## src/rtl/ssx_pkg.sv

```systemverilog
package ssx_pkg;

  typedef struct packed {
    logic       master;
    logic [2:0] rate;
    logic       cpha;
    logic       lsb_first;
  } ssx_cfg_t;

  // half period in system cycles: code 0 -> 128 ... code 6 -> 2, code 7 -> 2
  function automatic logic [7:0] ssx_half(input logic [2:0] sel);
    if (sel == 3'd7) return 8'd2;
    return 8'(128 >> sel);
  endfunction

endpackage

```

## src/rtl/ssx_master_clk.sv

```systemverilog
module ssx_master_clk
  import ssx_pkg::*;
(
  input  logic       clk,
  input  logic       rst_n,
  input  logic       run,
  input  logic [2:0] rate,
  input  logic       cpol_idle,
  output logic       tick,
  output logic       sclk
);
  logic [7:0] cnt_q;
  logic [7:0] half;

  assign half = ssx_half(rate);
  assign tick = run && (cnt_q == half - 8'd1);

  always_ff @(posedge clk or negedge rst_n) begin
    if (!rst_n) begin
      cnt_q <= '0;
      sclk  <= 1'b0;
    end else if (!run) begin
      cnt_q <= '0;
      sclk  <= cpol_idle;
    end else if (tick) begin
      cnt_q <= '0;
      sclk  <= ~sclk;
    end else begin
      cnt_q <= cnt_q + 8'd1;
    end
  end

  AST_SCLK_IDLE: assert property (@(posedge clk) disable iff (!rst_n)
    !run |=> sclk == $past(cpol_idle));
  AST_TICK_GAP: assert property (@(posedge clk) disable iff (!rst_n)
    tick |=> !tick);

endmodule

```

## src/rtl/ssx_slave_sync.sv

```systemverilog
module ssx_slave_sync #(
  parameter int STAGES = 2
) (
  input  logic clk,
  input  logic rst_n,
  input  logic sclk_i,
  input  logic sdi_i,
  output logic edge_o,
  output logic data_o
);
  logic [STAGES:0]   clk_sr;
  logic [STAGES-1:0] dat_sr;

  always_ff @(posedge clk or negedge rst_n) begin
    if (!rst_n) begin
      clk_sr <= '0;
      dat_sr <= '0;
    end else begin
      clk_sr <= {clk_sr[STAGES-1:0], sclk_i};
      dat_sr <= {dat_sr[STAGES-2:0], sdi_i};
    end
  end

  assign edge_o = clk_sr[STAGES] ^ clk_sr[STAGES-1];
  assign data_o = dat_sr[STAGES-1];

  AST_SLV_EDGE_GAP: assert property (@(posedge clk) disable iff (!rst_n)
    edge_o |=> !edge_o);

endmodule

```

## src/rtl/ssx_shift_core.sv

```systemverilog
module ssx_shift_core #(
  parameter int DATA_W = 8
) (
  input  logic              clk,
  input  logic              rst_n,
  input  logic              accept,
  input  logic [DATA_W-1:0] tx_byte,
  input  logic              edge_ev,
  input  logic              sdi,
  input  logic              cpha,
  input  logic              lsb_first,
  output logic              busy,
  output logic              done,
  output logic [DATA_W-1:0] rx_byte,
  output logic              sdo
);
  localparam int EDGES = 2 * DATA_W;
  localparam int EW    = $clog2(EDGES);
  localparam int IW    = $clog2(DATA_W);
  localparam logic [EW-1:0] LAST = EW'(EDGES - 1);
  localparam logic [IW-1:0] TOP  = IW'(DATA_W - 1);

  logic [EW-1:0]     edge_idx;
  logic [IW-1:0]     tx_idx;
  logic [DATA_W-1:0] tx_hold;
  logic [DATA_W-1:0] rx_sr;
  logic              samp, adv, last;
  logic [DATA_W-1:0] rx_next;
  logic [IW-1:0]     sel;

  assign samp    = (~edge_idx[0]) ^ cpha;
  assign last    = (edge_idx == LAST);
  assign adv     = !samp && (cpha ? (edge_idx != '0) : !last);
  assign rx_next = lsb_first ? {sdi, rx_sr[DATA_W-1:1]} : {rx_sr[DATA_W-2:0], sdi};
  assign sel     = lsb_first ? tx_idx : (TOP - tx_idx);
  assign sdo     = tx_hold[sel];
  assign rx_byte = rx_sr;

  always_ff @(posedge clk or negedge rst_n) begin
    if (!rst_n) begin
      busy     <= 1'b0;
      done     <= 1'b0;
      edge_idx <= '0;
      tx_idx   <= '0;
      tx_hold  <= '0;
      rx_sr    <= '0;
    end else begin
      done <= 1'b0;
      if (accept) begin
        busy     <= 1'b1;
        tx_hold  <= tx_byte;
        tx_idx   <= '0;
        edge_idx <= '0;
      end else if (busy && edge_ev) begin
        edge_idx <= edge_idx + 1'b1;
        if (samp)     rx_sr  <= rx_next;
        else if (adv) tx_idx <= tx_idx + 1'b1;
        if (last) begin
          busy <= 1'b0;
          done <= 1'b1;
        end
      end
    end
  end

  AST_DONE_PULSE: assert property (@(posedge clk) disable iff (!rst_n)
    done |=> !done);
  AST_DONE_ENDS_BUSY: assert property (@(posedge clk) disable iff (!rst_n)
    done |-> (!busy && $past(busy)));
  AST_TX_HELD: assert property (@(posedge clk) disable iff (!rst_n)
    (busy && !accept) |=> $stable(tx_hold));

endmodule

```

## src/rtl/sync_serial_xcvr.sv

```systemverilog
module sync_serial_xcvr
  import ssx_pkg::*;
#(
  parameter int DATA_W = 8,
  parameter int SYNC_STAGES = 2
) (
  input  logic              clk,
  input  logic              rst_n,
  input  logic              master_i,
  input  logic [2:0]        rate_sel_i,
  input  logic              cpol_i,
  input  logic              cpha_i,
  input  logic              lsb_first_i,
  input  logic              start_i,
  input  logic [DATA_W-1:0] tx_byte_i,
  output logic              busy_o,
  output logic              done_o,
  output logic [DATA_W-1:0] rx_byte_o,
  output logic              sclk_o,
  output logic              sclk_oe_o,
  input  logic              sclk_i,
  output logic              sdo_o,
  input  logic              sdi_i
);
  ssx_cfg_t cfg_q;
  logic     accept;
  logic     m_tick, s_edge, s_data;
  logic     edge_ev, sdi_sel;

  assign accept = start_i && !busy_o;

  always_ff @(posedge clk or negedge rst_n) begin
    if (!rst_n) begin
      cfg_q <= '0;
    end else if (accept) begin
      cfg_q <= '{master: master_i, rate: rate_sel_i, cpha: cpha_i, lsb_first: lsb_first_i};
    end
  end

  ssx_master_clk u_mclk (
    .clk       (clk),
    .rst_n     (rst_n),
    .run       (busy_o && cfg_q.master),
    .rate      (cfg_q.rate),
    .cpol_idle (cpol_i),
    .tick      (m_tick),
    .sclk      (sclk_o)
  );

  ssx_slave_sync #(.STAGES(SYNC_STAGES)) u_ssync (
    .clk    (clk),
    .rst_n  (rst_n),
    .sclk_i (sclk_i),
    .sdi_i  (sdi_i),
    .edge_o (s_edge),
    .data_o (s_data)
  );

  assign edge_ev = cfg_q.master ? m_tick : s_edge;
  assign sdi_sel = cfg_q.master ? sdi_i  : s_data;

  ssx_shift_core #(.DATA_W(DATA_W)) u_core (
    .clk       (clk),
    .rst_n     (rst_n),
    .accept    (accept),
    .tx_byte   (tx_byte_i),
    .edge_ev   (edge_ev),
    .sdi       (sdi_sel),
    .cpha      (cfg_q.cpha),
    .lsb_first (cfg_q.lsb_first),
    .busy      (busy_o),
    .done      (done_o),
    .rx_byte   (rx_byte_o),
    .sdo       (sdo_o)
  );

  assign sclk_oe_o = busy_o ? cfg_q.master : master_i;

  AST_START_GATED: assert property (@(posedge clk) disable iff (!rst_n)
    $rose(busy_o) |-> $past(start_i));
  AST_SLAVE_CLOCK_QUIET: assert property (@(posedge clk) disable iff (!rst_n)
    (busy_o && !cfg_q.master) |=> $stable(sclk_o) || !busy_o);

endmodule

```

## config.mk

```make
export PLATFORM = sky130hd
export DESIGN_NAME = sync_serial_xcvr
export DESIGN_NICKNAME = d
export VERILOG_FILES = /design/src/rtl/ssx_pkg.sv /design/src/rtl/ssx_master_clk.sv /design/src/rtl/ssx_slave_sync.sv /design/src/rtl/ssx_shift_core.sv /design/src/rtl/sync_serial_xcvr.sv
export SDC_FILE = /design/constraint.sdc
export NUM_CORES = 1
export LEC_CHECK = 0
export BUFFER_PORTS_ARGS = -buffer_cell sky130_fd_sc_hd__buf_2
export CAP_MARGIN = 20
export CORE_ASPECT_RATIO = 1.25
export CORE_UTILIZATION = 35
export DETAILED_ROUTE_END_ITERATION = 7
export GPL_TIMING_DRIVEN = 0
export PLACE_DENSITY_LB_ADDON = 0.2
export SETUP_SLACK_MARGIN = 0.5
export SYNTH_ARGS = -nofsm -noshare
export SYNTH_HDL_FRONTEND = slang
export SYNTH_HIERARCHICAL = 1
export SYNTH_SLANG_ARGS = --single-unit
```

## constraint.sdc

```tcl
create_clock -name clk -period 4.3 [get_ports clk]
set_input_delay 0.645 -clock clk [delete_from_list [all_inputs] [get_ports clk]]
set_output_delay 0.645 -clock clk [all_outputs]
set_load 0.02 [all_outputs]
```

# --- Word level (Yosys, flattened, before mapping) ---
# Cells that the tools add are included.
op_classes:
  addsub: 5
  reduce_logical: 15
  bitwise_logic: 5
  muxes: 27
  div_mod_pow: 0
  n_lt_le_gt_ge: 1
  n_mul: 0
  eq_ne: 5
  shifts: 1
op_table:
  columns: ["cell", "count"]
  rows:
  - ["8-bit 2-to-1 mux", 5]
  - ["3-bit 2-to-1 mux", 5]
  - ["1-bit 2-to-1 mux", 14]
  - ["8-bit by 1-bit adder with 8-bit output (second input constant)", 1]
  - ["8-bit == test", 1]
  - ["4-bit 2-to-1 mux", 2]
  - ["8-bit by 3-bit >> shifter with 8-bit output (first input constant)", 1]
  - ["8-bit by 1-bit subtractor with 8-bit output (second input constant)", 1]
  - ["3-bit AND reduction", 2]
  - ["2-bit nonzero test", 3]
  - ["1-bit logical AND", 5]
  - ["4-bit by 1-bit adder with 4-bit output (second input constant)", 1]
  - ["4-bit == test (second input constant)", 1]
  - ["3-bit by 4-bit less-than comparator with 1-bit output (second input constant)", 1]
  - ["2-bit != test (second input constant)", 2]
  - ["4-bit nonzero test", 1]
  - ["3-bit by 1-bit adder with 3-bit output (second input constant)", 1]
  - ["1-bit binary-select mux with 3-bit select", 1]
  - ["3-bit == test (second input constant)", 1]
  - ["1-bit zero test", 3]
  - ["1-bit inverter", 3]
  - ["3-bit subtractor (first input constant)", 1]
  - ["2-bit AND reduction", 1]
  - ["1-bit bitwise XOR", 2]
totals:
  in_bits: 20
  ff_bits: 45
  out_inout_bits: 13
  memories: 0
  ram_bits: 0
  romBits: 0
  latch_bits: 0
  word_cells: 73

# --- Longest topological paths before layout ---
# Gate-level depths: netlist of the first run.
logic_depth:
  depth_word: 10
  mapped_depth: 13
  mapped_depth_nobuf: 11

# --- Hierarchy ---
# The synthesis of the first run kept the hierarchy.
by_module_without_submodules:
  columns: ["mod", "area_per_inst_um2", "seq_area_each_um2", "n_inst", "cells_each"]
  rows:
  - ["ssx_shift_core", 1342.5, 625.6, 1, 123]
  - ["ssx_master_clk", 588.1, 225.2, 1, 64]
  - ["sync_serial_xcvr", 297.8, 150.1, 1, 18]
  - ["ssx_slave_sync", 133.9, 125.1, 1, 6]

# --- Worst setup path after synthesis of the first run ---
# No wires, ideal clock.
synth_path:
  path_type: "register -> register"
  from: "register cfg_q[4] (netlist bit)"
  to: "register u_core.tx_idx[2]"
  setup_slack_ps: 1436
  stages_incl_launch_ff: 13
  setup_ps: 120
  synth_period_minus_slack_ps: 2864
  n_path_buf: 1
  required_time_ps: 4180
  arrival_ps: 2744
  path_cell_list: "dfrtp_1 -> clkbuf_1 -> nand2_1 -> ha_1 -> o211a_1 -> or3_1 -> a211o_1 -> nor4_1 -> mux2_2 -> nand4b_1 -> o22ai_2 -> a21oi_1 -> a31o_2"
synth_between:
  elab_chain_len: 10
  word_cells_on_any_way: 11
  cone_classes: "1 x add/sub; 2 x eq/ne; 1 x shift; 3 x mux; 4 x reduce/logical"
synth_lines:
  columns: ["item", "line", "text"]
  rows:
  - ["start: declaration", "sync_serial_xcvr.sv:25", "ssx_cfg_t cfg_q;"]
  - ["start signal: assignment", "sync_serial_xcvr.sv:36", "cfg_q <= '{master: master_i, rate: rate_sel_i, cpha: cpha_i, lsb_first: lsb_first_i};"]
  - ["3-bit == test", "ssx_pkg.sv:12", "if (sel == 3'd7) return 8'd2;"]
  - ["1-bit 2-to-1 mux", "ssx_pkg.sv:12", null]
  - ["8-bit 2-to-1 mux *", "ssx_pkg.sv:13", "return 8'(128 >> sel);"]
  - ["8-bit by 1-bit subtractor with 8-bit output *", "ssx_master_clk.sv:16", "assign tick = run && (cnt_q == half - 8'd1);"]
  - ["8-bit == test *", "ssx_master_clk.sv:16", null]
  - ["1-bit logical AND *", "ssx_master_clk.sv:16", null]
  - ["net m_tick", "sync_serial_xcvr.sv:27", "logic m_tick, s_edge, s_data;"]
  - ["1-bit 2-to-1 mux *", "sync_serial_xcvr.sv:59", "assign edge_ev = cfg_q.master ? m_tick : s_edge;"]
  - ["net edge_ev", "sync_serial_xcvr.sv:28", "logic edge_ev, sdi_sel;"]
  - ["1-bit logical AND *", "ssx_shift_core.sv:54", "end else if (busy && edge_ev) begin"]
  - ["2-bit nonzero test (no source line) *", null, null]
  - ["3-bit AND reduction (no source line) *", null, null]
  - ["end signal: assignment", "ssx_shift_core.sv:57", "else if (adv) tx_idx <= tx_idx + 1'b1;"]
  - ["end: declaration", "ssx_shift_core.sv:24", "logic [IW-1:0] tx_idx;"]
# Mark *: on every way through the listed nets, which the timed path passes. The rest lies on a longest branch.
# A chain may end at the register's enable or synchronous reset.

# --- Worst setup path after layout of the first run ---
layout_path:
  from: "register cfg_q[4] (netlist bit)"
  to: "register u_core.rx_sr[6], in the netlist u_core/rx_byte[6]"
layout_between:
  elab_chain_len: 9
  word_cells_on_any_way: 10
  cone_classes: "1 x add/sub; 2 x eq/ne; 1 x shift; 3 x mux; 3 x reduce/logical"
layout_lines:
  columns: ["item", "line", "text"]
  rows:
  - ["3-bit == test", "ssx_pkg.sv:12", null]
  - ["1-bit 2-to-1 mux", "ssx_pkg.sv:12", null]
  - ["8-bit 2-to-1 mux *", "ssx_pkg.sv:13", null]
  - ["8-bit by 1-bit subtractor with 8-bit output *", "ssx_master_clk.sv:16", null]
  - ["8-bit == test *", "ssx_master_clk.sv:16", null]
  - ["1-bit logical AND *", "ssx_master_clk.sv:16", null]
  - ["net m_tick", "sync_serial_xcvr.sv:27", null]
  - ["1-bit 2-to-1 mux *", "sync_serial_xcvr.sv:59", null]
  - ["net edge_ev", "sync_serial_xcvr.sv:28", null]
  - ["1-bit logical AND *", "ssx_shift_core.sv:54", null]
  - ["3-bit AND reduction (no source line) *", null, null]
  - ["end signal: assignment", "ssx_shift_core.sv:56", "if (samp) rx_sr <= rx_next;"]
  - ["end: declaration", "ssx_shift_core.sv:26", "logic [DATA_W-1:0] rx_sr;"]
# Marks and branches as above.

==> summary.md, run 1 <==
| Metric | Value |
|---|---|
| Routed vias | between 1.5k and 2k |
| Data required, critical path | roughly 4.5 ns |
| PnR Total Power | just under 2 mW |
| CTS tree | yes |
| Antenna cells | 0 |
| Clk root buf | clkbuf_8 |
| R2R Setup Slk | 1.07 ns |
| Die H | roughly 94 um |
| FF+latch count, synth | 45 |
| Maximum fanout along the worst path | 10 |
| Crit path arrival time | 3.46 ns |
| Ys flop type | dfrtp_1 |
| CTS Sinks | 45 |
| Clk buf depth | 2 |
| Total CTS buffers | 5 |
| Residual DRC | 0 |
| Die area | 7080 um2 |
| Crit path launch | cfg_q[4] |
| Worst Skew | approximately 0.0058 ns |
| Post-synthesis net count | 236 |
| # IOs | 33 |
| Routability cong. | roughly 0.77 |
| Period utilization | between 70% and 80% |
| Post-synth EDFFs | 0 |
| Leading area contributor after synthesis | dfrtp_1 |
| DRT Wirelength | 4.54 mm |
| Sequential area share after synthesis | a little under half |
| Peak Freq | 309 MHz |
| Antenna-violating nets left | 0 |
| Worst R2R End | u_core/rx_byte[6] |
| Endpoint class of the critical path | flop |
| Synth Cell Area | roughly 2400 um2 |
| Worst setup path endpoint | u_core/rx_byte[6] |
| Max cap viols | 0 |
| Clk Latency, worst-skew pair | around 0.29 ns |
| Final Instance Count excl. Fillers | between 300 and 400 |
| Synthesis warning total | 6 |
| Fillers | 671 |
| Port Buffers | 32 |
| H-tree Lvls | 2 |
| Post-route minimum period | about 3.2 ns |
| Final setup viols | 0 |
| Setup CP Type | flop to flop |
| Slew headroom | around three fifths |
| Nets | 276 |
| Largest net degree at the start of global routing | between 40 and 50 |
| Vias per cell | 4.88 |
| Final setup TNS | 0 ns |
| GRT Overall Usage | 14.6% |
| Area share of the leading cell type in the synthesized netlist | 47.7% |
| Utilization after layout | between 40% and 50% |
| Hpwl dp | ~3.1 mm |
| Routed length per instance | about 13 um |
| Syn Area/Cell | roughly 11 um2 |
| First-pass GRT wire length | 7.82 mm |
| Cell Pwr Density | about 700 nW/um2 |
| First drt pass iteration count | 4 |
| Max Slew Vio Count | 0 |
| Synthesized instance count | 211 |
| LEAKAGE | 1.22 nW |
| Cts hold-fix bufs | 0 |
| Length in cells of the worst reg-to-reg path | 13 |
| RSZ-0062 raised after global routing | no |
| Post-cts resize count | 0 |
| Synth cell types | 45 |
| Setup Fix Bufs, Post-CTS | 0 |
| Vias in the first global route | 1625 |
| Placed Cells | 330 |
| Row count | 33 |
| Clock slew at reported path FFs | roughly 0.090 ns |
| Placed standard-cell area | approximately 2600 um2 |
| Die Wd | approximately 75 um |
| Hold Path Class | input port to async pin |
| Critical R2R Launch | cfg_q[4] |
| Status | finished, final reports clean |
| Finished Cell Area | between 2000 and 3000 um2 |
| CP startpoint kind | flop |
| Antenna violations before repair | 0 |
| Remaining Overflow, GRT | 0 |
| Hold Fails Final Rpt | 0 |
| Max IR drop VDD | between 0.2 and 0.3 mV |
| Initial Util | a little over a third |
| Least-Margin Pin Slew | around 0.6 ns |
| Fraction of layout cells with a size suffix above 1 | between 30 and 40% |
| Area growth from synthesis to layout | 16.5% |
| Core Footprint | roughly 6500 um2 |
| Initial DRC Count | between 70 and 80 |
| Top cells by area, synth | dfrtp_1 48%, mux2_2 5.7%, mux2i_1 5.1%, xor2_1 4.1%, nor2_1 4.0% |
| Ys async rst share | 100% |
report_power, final:
group          switching [mW]  total (mW)  internal, mW
sequential              0.155       0.728         0.573
clock                   0.141       0.287         0.145
combinational           0.482       0.919         0.437
critical path: stages, from the launching register on:
cell and delay, ns:
dfrtp_1 0.35, clkbuf_1 0.30, nand2_1 0.14, ha_1 0.25, o211a_1 0.16, or3_1 0.35
a211o_1 0.31, nor4_1 0.20, mux2_2 0.30, nand2_4 0.10, nor3_4 0.37, buf_6 0.21
nor2_1 0.05, a21oi_2 0.09
cells by family (layout without fill, tap and decap cells):
group	Yosys count	count (layout)	share of synthesized area, %
simple gates	66	66	15.1
fa+ha+maj	5	5	2.65
compound gates	35	35	10.2
mux	30	30	14.6
buf+inv	14	55	3.81
xor+xnor	16	16	5.93
flops	45	45	47.7
cells in the final DEF (no fill, tap or decap), types with 5 or more instances in the layout:
master / count
dfrtp_1: 45
buf_2: 35
nor2_1: 25
mux2_2: 12
mux2i_1: 12
a21oi_1: 11
xor2_1: 11
nand3_1: 9
clkbuf_8: 7
mux2_4: 6
xnor2_1: 5
ha_1: 5
synthesized netlist by cell type, drive strengths merged, types with 2 or more instances:
library cell and instances:
o21ai 5, nand4b 2, mux2 18, xnor2 5, o22ai 4, a21oi 13
xor2 11, dfrtp 45, a211oi 2, or3 2, nor3 3, nor4 2
nor3b 4, o31ai 3, ha 5, mux2i 12, clkbuf 2, a211o 2
and3 3, nand3 9, nor2b 3, nand2b 4, inv 4, buf 8
nand2 5, nor2 25
metrics by stage:
stage                     setup slack [ns]  hold WS (ns)
final                                 1.07         0.251
after global routing                 0.755         0.262
after CTS                             1.03         0.357
after detailed placement              1.05         0.336
after global placement                1.09         0.335
after floorplan                       1.44         0.331
per-layer routing:
metal  routed length [um]  share of wire (%)  vias to the layer above  GRT usage [%]
met1                 2090                 46                      796           19.8
met3                  232                5.1                        2           3.54
met5                    0                  0                        -              0
li1                     -                  -                      826              -
met4                   30               0.66                        0           4.17
met2                 2190                 48                       32           23.1
flip-flops by register name (all words and copies together), names as in the netlist:
| signal | count |
|---|---|
| u_core/tx_idx | 3 |
| u_mclk/cnt_q | 8 |
| u_core/rx_byte | 8 |
| u_ssync/dat_sr | 2 |
| u_core/busy | 1 |
| u_mclk/sclk | 1 |
| u_ssync/clk_sr | 3 |
| u_core/edge_idx | 4 |
| u_core/done | 1 |
| u_core/tx_hold | 8 |
| cfg_q | 6 |
layout make-up:
type	count	area, um2	area share (%)
plain buffers	10	75.1	2.73
clock inverters	1	5.00	0.182
well taps	87	109	3.95
multi-input cells	152	1150	41.6
clock buffers	7	96.3	3.50
flip-flops and latches	45	1130	40.9
inverters	4	15.0	0.545
repair buffers	33	180	6.55
how the worst min path moves through the flow:
| stage | slack [ns] | from | end |
|---|---|---|---|
| finish | 0.25 | rst_n | u_mclk/cnt_q[6] |
| global route | 0.26 | rst_n | u_core/edge_idx[2] |
| CTS | 0.36 | u_ssync/clk_sr[0] | u_ssync/clk_sr[1] |
| detailed placement | 0.34 | u_ssync/clk_sr[0] | u_ssync/clk_sr[1] |
| global placement | 0.34 | u_ssync/clk_sr[0] | u_ssync/clk_sr[1] |
| floorplan | 0.33 | u_ssync/clk_sr[0] | u_ssync/clk_sr[1] |
(Power assumes the default switching activity.)
==> run 2, diff against run 1 <==
Clock period 4.3 ns to 2.7 ns, I/O delays scaled along.
==> run 2 against run 1 <==
Net effect: the run now ends with negative setup slack left; total power rose by 79%; sequential share of layout area fell by 3.7 points; core utilization rose by 4.2 points; sequential power rose by 62%; clock skew fell by 0.0032 ns; setup slack got worse by 1.3 ns; non-clock buffer count rose by 16; global-route usage rose by 0.33 points; critical path depth fell by 1; design area rose by 10%; critical path type unchanged; critical endpoint is now u_core/tx_idx[2].
==> summary.md, run 2 (synthesis results as in run 1) <==
| Metric | Value |
|---|---|
| Status | complete, but fails checks |
| Failing checks | negative setup slack |
| Port Buffers | 32 |
| Worst path max stage delay | roughly 0.39 ns |
| Routed length per instance | 13.4 um |
| Max cap viols | 0 |
| DP Worst Slack | -0.386 ns |
| Period utilization | 108% |
| Critical path's top delay family | compound AO/OA/AOI/OAI gates |
| Met2 Use GR | approximately a quarter |
| Worst R2R End | u_core/tx_idx[2] |
| LEAKAGE | about 1.3 nW |
| Max Slew Vio Count | 0 |
| RSZ-0062 raised after global routing | yes |
| Maximum fanout along the worst path | 5 |
| Layer with the highest usage | met2 |
| Die Wd | about 75 um |
| Fraction of layout cells with a size suffix above 1 | between 40 and 50% |
| Setup CP Type | flop to flop |
| Antenna cells | 0 |
| Commonest non-fill, non-tap cell in the layout | dfrtp_1 |
| GRT Overall Usage | between 10 and 15% |
| Clk Latency, worst-skew pair | about 0.29 ns |
| Die H | approximately 94 um |
| Placed standard-cell area | between 2000 and 3000 um2 |
| Antenna violations before repair | 0 |
| DRT Wirelength | about 4.8 mm |
| First drt pass iteration count | 4 |
| Cts hold-fix bufs | 0 |
| Nets | around 290 |
| Length in cells of the worst reg-to-reg path | 12 |
| Area growth from synthesis to layout | 28.2% |
| Die area | 7080 um2 |
| Initial DRC Count | 57 |
| Hold Fails Final Rpt | 0 |
| Finished Cell Area | around 3000 um2 |
| Hpwl dp | ~3.1 mm |
| Crit path arrival time | 3.10 ns |
| Peak Freq | approximately 340 MHz |
| Initial Util | around 36% |
| Row count | 33 |
| Total CTS buffers | 5 |
| Final setup viols | 13 |
| Data required, critical path | 2.89 ns |
| Clock slew at reported path FFs | around 0.080 ns |
| Remaining Overflow, GRT | 0 |
| Clk root buf | clkbuf_8 |
| Cell Pwr Density | between 1000 and 1500 nW/um2 |
| Met3 usage | between 3 and 4% |
| H-tree Lvls | 2 |
| Critical R2R Launch | cfg_q[3] |
| Slew headroom | ~60% |
| Post-route minimum period | around 3 ns |
| Max IR drop VDD | approximately 0.6 mV |
| Core Footprint | 6520 um2 |
| Most frequent cells in the layout | 44 x dfrtp_1, 35 x buf_2, 19 x nor2_1, 12 x mux2i_1 |
| R2R Setup Slk | -0.21 ns |
| Routability cong. | 0.750 |
| Hold Path Class | input port to async pin |
| Endpoint class of the critical path | flop |
| Largest net degree at the start of global routing | 46 |
| Clk buf depth | 2 |
| Cell chain of the critical path | buf_6 > nand3b_1 > ha_2 > o211a_1 > or3_1 > a211o_1 > nor4_2 > mux2_4 > nand4b_1 > o22ai_4 > a21oi_1 > a31o_2 |
| Residual DRC | 0 |
| First-pass GRT wire length | 7.98 mm |
| Critical path's slowest cell | dfrtp_1 |
| Worst Setup Slack, final | -0.214 ns |
| Routed vias | ~1.7k |
| CP startpoint kind | flop |
| CTS tree | yes |
| # IOs | 33 |
| Vias in the first global route | approximately 1.7k |
| Least-Margin Pin Slew | approximately 0.62 ns |
| Utilization after layout | 46.4% |
| Vias per cell | slightly below 5 |
| CTS Sinks | 45 |
| Met1 usage | 20.1% |
| Antenna-violating nets left | 0 |
| WP buf/inv | 1 |
| Worst Skew | ~0.0027 ns |
[run 2: changes by cell type in the layout (fill, tap and decap cells not counted), sizes merged]
cell and change:
buf +16
[run 2: report_power, final]
part	switching (mW)	internal (mW)
Sequential	0.267	0.914
Combinational	0.891	0.924
Clock	0.226	0.232
Total	1.38	2.07
[run 2: worst max-delay path by stage]
| stage | startpoint | end | slack, ns | cells past startpoint |
|---|---|---|---|---|
| 6_report | cfg_q[3] | u_core/tx_idx[2] | -0.21 | 12 |
| 5_1_grt | cfg_q[4] | u_core/tx_idx[2] | -0.38 | 12 |
| 4_1_cts | cfg_q[3] | u_core/tx_idx[2] | -0.24 | 12 |
| 3_5_place_dp | cfg_q[3] | u_core/rx_byte[7] | -0.39 | 13 |
| 3_3_place_gp | cfg_q[3] | u_core/rx_byte[6] | -0.33 | 13 |
| 2_1_floorplan | cfg_q[3] | u_core/tx_idx[2] | -0.06 | 12 |
[run 2: layout make-up]
type / instances / area, um2
Buffer: 10 / 80.1
Timing Repair Buffer: 49 / 327
Fill cell: 657 / 3500
Sequential cell: 45 / 1130
Clock inverter: 1 / 5.00
Clock buffer: 7 / 96.3
Multi-Input combinational cell: 152 / 1270
Tap cell: 87 / 109
Inverter: 4 / 15.0
[run 2: what timing repair did]
| item | CTS | global route |
|---|---|---|
| resized for setup | 9 | 26 |
| cloned | 1 | 0 |
| setup buffers | 10 | 5 |
| pin swaps | 4 | 5 |
| endpoints found under the setup margin | 25 | 26 |
[run 2: metrics by stage]
stage	TNS [ns]	hold WS (ns)	power [mW]	instances
finish	-1.80	0.0693	3.45	355
global route	-5.17	0.0978	3.72	355
CTS	-1.52	0.210	3.30	349
detailed placement	-3.79	0.345	2.67	330
global placement	-3.21	0.337	2.66	330
floorplan	-0.364	0.109	2.33	211
[run 2: layer usage]
| metal | part of all wire, % | vias up |
|---|---|---|
| li1 | - | 857 |
| met1 | 47 | 855 |
| met2 | 49 | 28 |
| met3 | 3.2 | 5 |
| met4 | 1.1 | 0 |
| met5 | 0 | - |
==> run 3, diff against run 2 <==
Settings changed: BUFFER_PORTS_ARGS -buffer_cell sky130_fd_sc_hd__buf_2 to -buffer_cell sky130_fd_sc_hd__buf_4.
==> run 3 against run 2 <==
Net effect: the flow still finishes with violations (negative setup slack); die area is the same; combinational power grew 4%; flip-flop and latch count is the same; via count shrank 1.3%; total power grew 1.4%; clock power shrank 7.7%; clock skew grew 0.0039 ns; first-iteration DRC count grew 12%; design area grew 1.5%; fmax grew 1.0%; critical path type unchanged; critical endpoint is now u_core/tx_idx[0]; largest cell class unchanged; largest power group unchanged.
==> summary.md, run 3 (synthesis results as in run 1) <==
| Metric | Value |
|---|---|
| Status | complete, but fails checks |
| Failing checks | negative setup slack |
| Max Slew Vio Count | 0 |
| Final setup TNS | -1.39 ns |
| Antenna-violating nets left | 0 |
| Die Wd | 75.5 um |
| Final setup viols | 12 |
| Crit path arrival time | between 3 and 4 ns |
| Metal3 WL | approximately 200 um |
| Max cap viols | 0 |
| Commonest non-fill, non-tap cell in the layout | dfrtp_1 |
| Routability cong. | roughly 0.76 |
| Vias in the first global route | about 1.7k |
| Post-route minimum period | around 2.9 ns |
| Worst Skew | between 0.006 and 0.007 ns |
| Initial Util | between 30% and 40% |
| Row count | 33 |
| Placed Cells | 330 |
| CTS Sinks | 45 |
| Initial DRC Count | 64 |
| Clock slew at reported path FFs | about 0.080 ns |
| Clk root buf | clkbuf_8 |
| Period utilization | 107% |
| Remaining Overflow, GRT | 0 |
| DRT Wirelength | 4.82 mm |
| Nets | 290 |
| CTS tree | yes |
| First-pass GRT wire length | roughly 8 mm |
| Hold Fails Final Rpt | 0 |
| First drt pass iteration count | 4 |
| LEAKAGE | around 1.3 nW |
| Vias per cell | ~4.9 |
| H-tree Lvls | 2 |
| Clk buf depth | 2 |
| Area growth from synthesis to layout | 30.1% |
| Worst Setup Slack, final | -0.184 ns |
| Comb pwr share | 54.0% |
| Total CTS buffers | 5 |
| # IOs | 33 |
| Core Footprint | roughly 6500 um2 |
| RSZ-0062 raised after global routing | yes |
| Final Instance Count excl. Fillers | between 300 and 400 |
| CP startpoint kind | flop |
| Die H | around 94 um |
| Endpoint class of the critical path | flop |
| Max IR drop VDD | roughly 0.51 mV |
| Data required, critical path | between 2 and 3 ns |
| Most frequent cells in the layout | 44 x dfrtp_1, 41 x buf_4, 17 x nor2_1, 12 x mux2i_1 |
| Port Buffers | 32 |
| Largest net degree at the start of global routing | between 40 and 50 |
| Antenna cells | 0 |
| Antenna violations before repair | 0 |
| Peak Freq | approximately 350 MHz |
| Clk Latency, worst-skew pair | 0.29 ns |
| Clock power share | 12.0% |
| Fraction of layout cells with a size suffix above 1 | 43.4% |
| Slew headroom | 48.4% |
| Hpwl dp | approximately 3.1 mm |
| Seq pwr share | between 30% and 40% |
| Top sig layer | met4 |
| Maximum fanout along the worst path | 4 |
| Internal power | ~2.1 mW |
| Least-Margin Pin Slew | between 0.7 and 0.8 ns |
| Routed vias | roughly 1.7k |
| Residual DRC | 0 |
| GRT Overall Usage | 14.6% |
| Cell Pwr Density | 1140 nW/um2 |
| Net switching power | roughly 1.4 mW |
| Routed length per instance | 13.7 um |
| Met2 wire len | between 2 and 2.5 mm |
| Setup CP Type | flop to flop |
| Die area | roughly 7000 um2 |
| Routed metal-1 wirelength | 2.19 mm |
| Hold Path Class | input port to async pin |
| Sw Share | 40.2% |
[run 3: final timing paths]
path	from	to	slack, ns	depth (start not counted)
max	cfg_q[3]	u_core/tx_idx[0]	-0.18	13
min in group clk	sclk_i	u_ssync/clk_sr[0]	0.21	1
max in group asynchronous	rst_n	u_core/tx_idx[1]	2.17	1
max reg2reg	cfg_q[3]	u_core/tx_idx[0]	-0.18	13
min reg2reg	u_ssync/dat_sr[0]	u_ssync/dat_sr[1]	0.36	0
min	rst_n	u_core/edge_idx[2]	0.11	1
[run 3: worst max-delay path, stage by stage, from the launching register on]
cell,delay [ns]
dfrtp_1,0.40
buf_6,0.13
nand3b_1,0.15
ha_2,0.20
o211a_1,0.15
or3_1,0.35
a211o_1,0.29
nor4_2,0.15
mux2_4,0.23
nand4b_1,0.12
o22ai_2,0.27
buf_4,0.18
xnor2_2,0.11
nor2_1,0.05
[run 3: area by class of cell]
cell class                      instances  area (um2)
Buffer                                 10        82.6
Clock buffer                            7        86.3
Fill cell                             649        3450
Inverter                                4        15.0
Multi-Input combinational cell        152        1270
Sequential cell                        45        1130
Tap cell                               87         109
Timing Repair Buffer                   47         379
[run 3: timing repair]
| action | 4_1_cts | 5_1_grt |
|---|---|---|
| setup endpoints to repair | 26 | 26 |
| gates resized for setup | 16 | 20 |
| hold buffers | 0 | 0 |
| pin swaps | 4 | 16 |
| setup buffers | 9 | 5 |
| cloned | 1 | 0 |
[run 3: routing by layer]
| layer | track usage, % | up-vias |
|---|---|---|
| met1 | 19.0 | 829 |
| li1 | - | 856 |
| met3 | 3.22 | 5 |
| met5 | 0 | - |
| met2 | 23.7 | 32 |
| met4 | 4.94 | 0 |
[run 3: per-stage QoR]
stage                     total power, mW  hold slack (ns)  setup WS (ns)  area (um2)  utilization (%)
after floorplan                      2.33            0.109        -0.0587        2390                -
after global placement               2.72            0.338         -0.306        2740             41.9
after detailed placement             2.75            0.346         -0.343        2740             41.9
after CTS                            3.34            0.135         -0.156        2960             45.3
after global routing                 3.75            0.162         -0.301        3070             47.1
final                                3.50            0.110         -0.184        3070             47.1
[run 3: power groups by stage]
stage / clock, mW / sequential, mW / combinational, mW
final: 0.422 / 1.19 / 1.89
after global routing: 0.461 / 1.23 / 2.06
after CTS: 0.441 / 1.18 / 1.73
after detailed placement: 0 / 1.18 / 1.56
after global placement: 0 / 1.18 / 1.54
after floorplan: 0 / 1.19 / 1.14
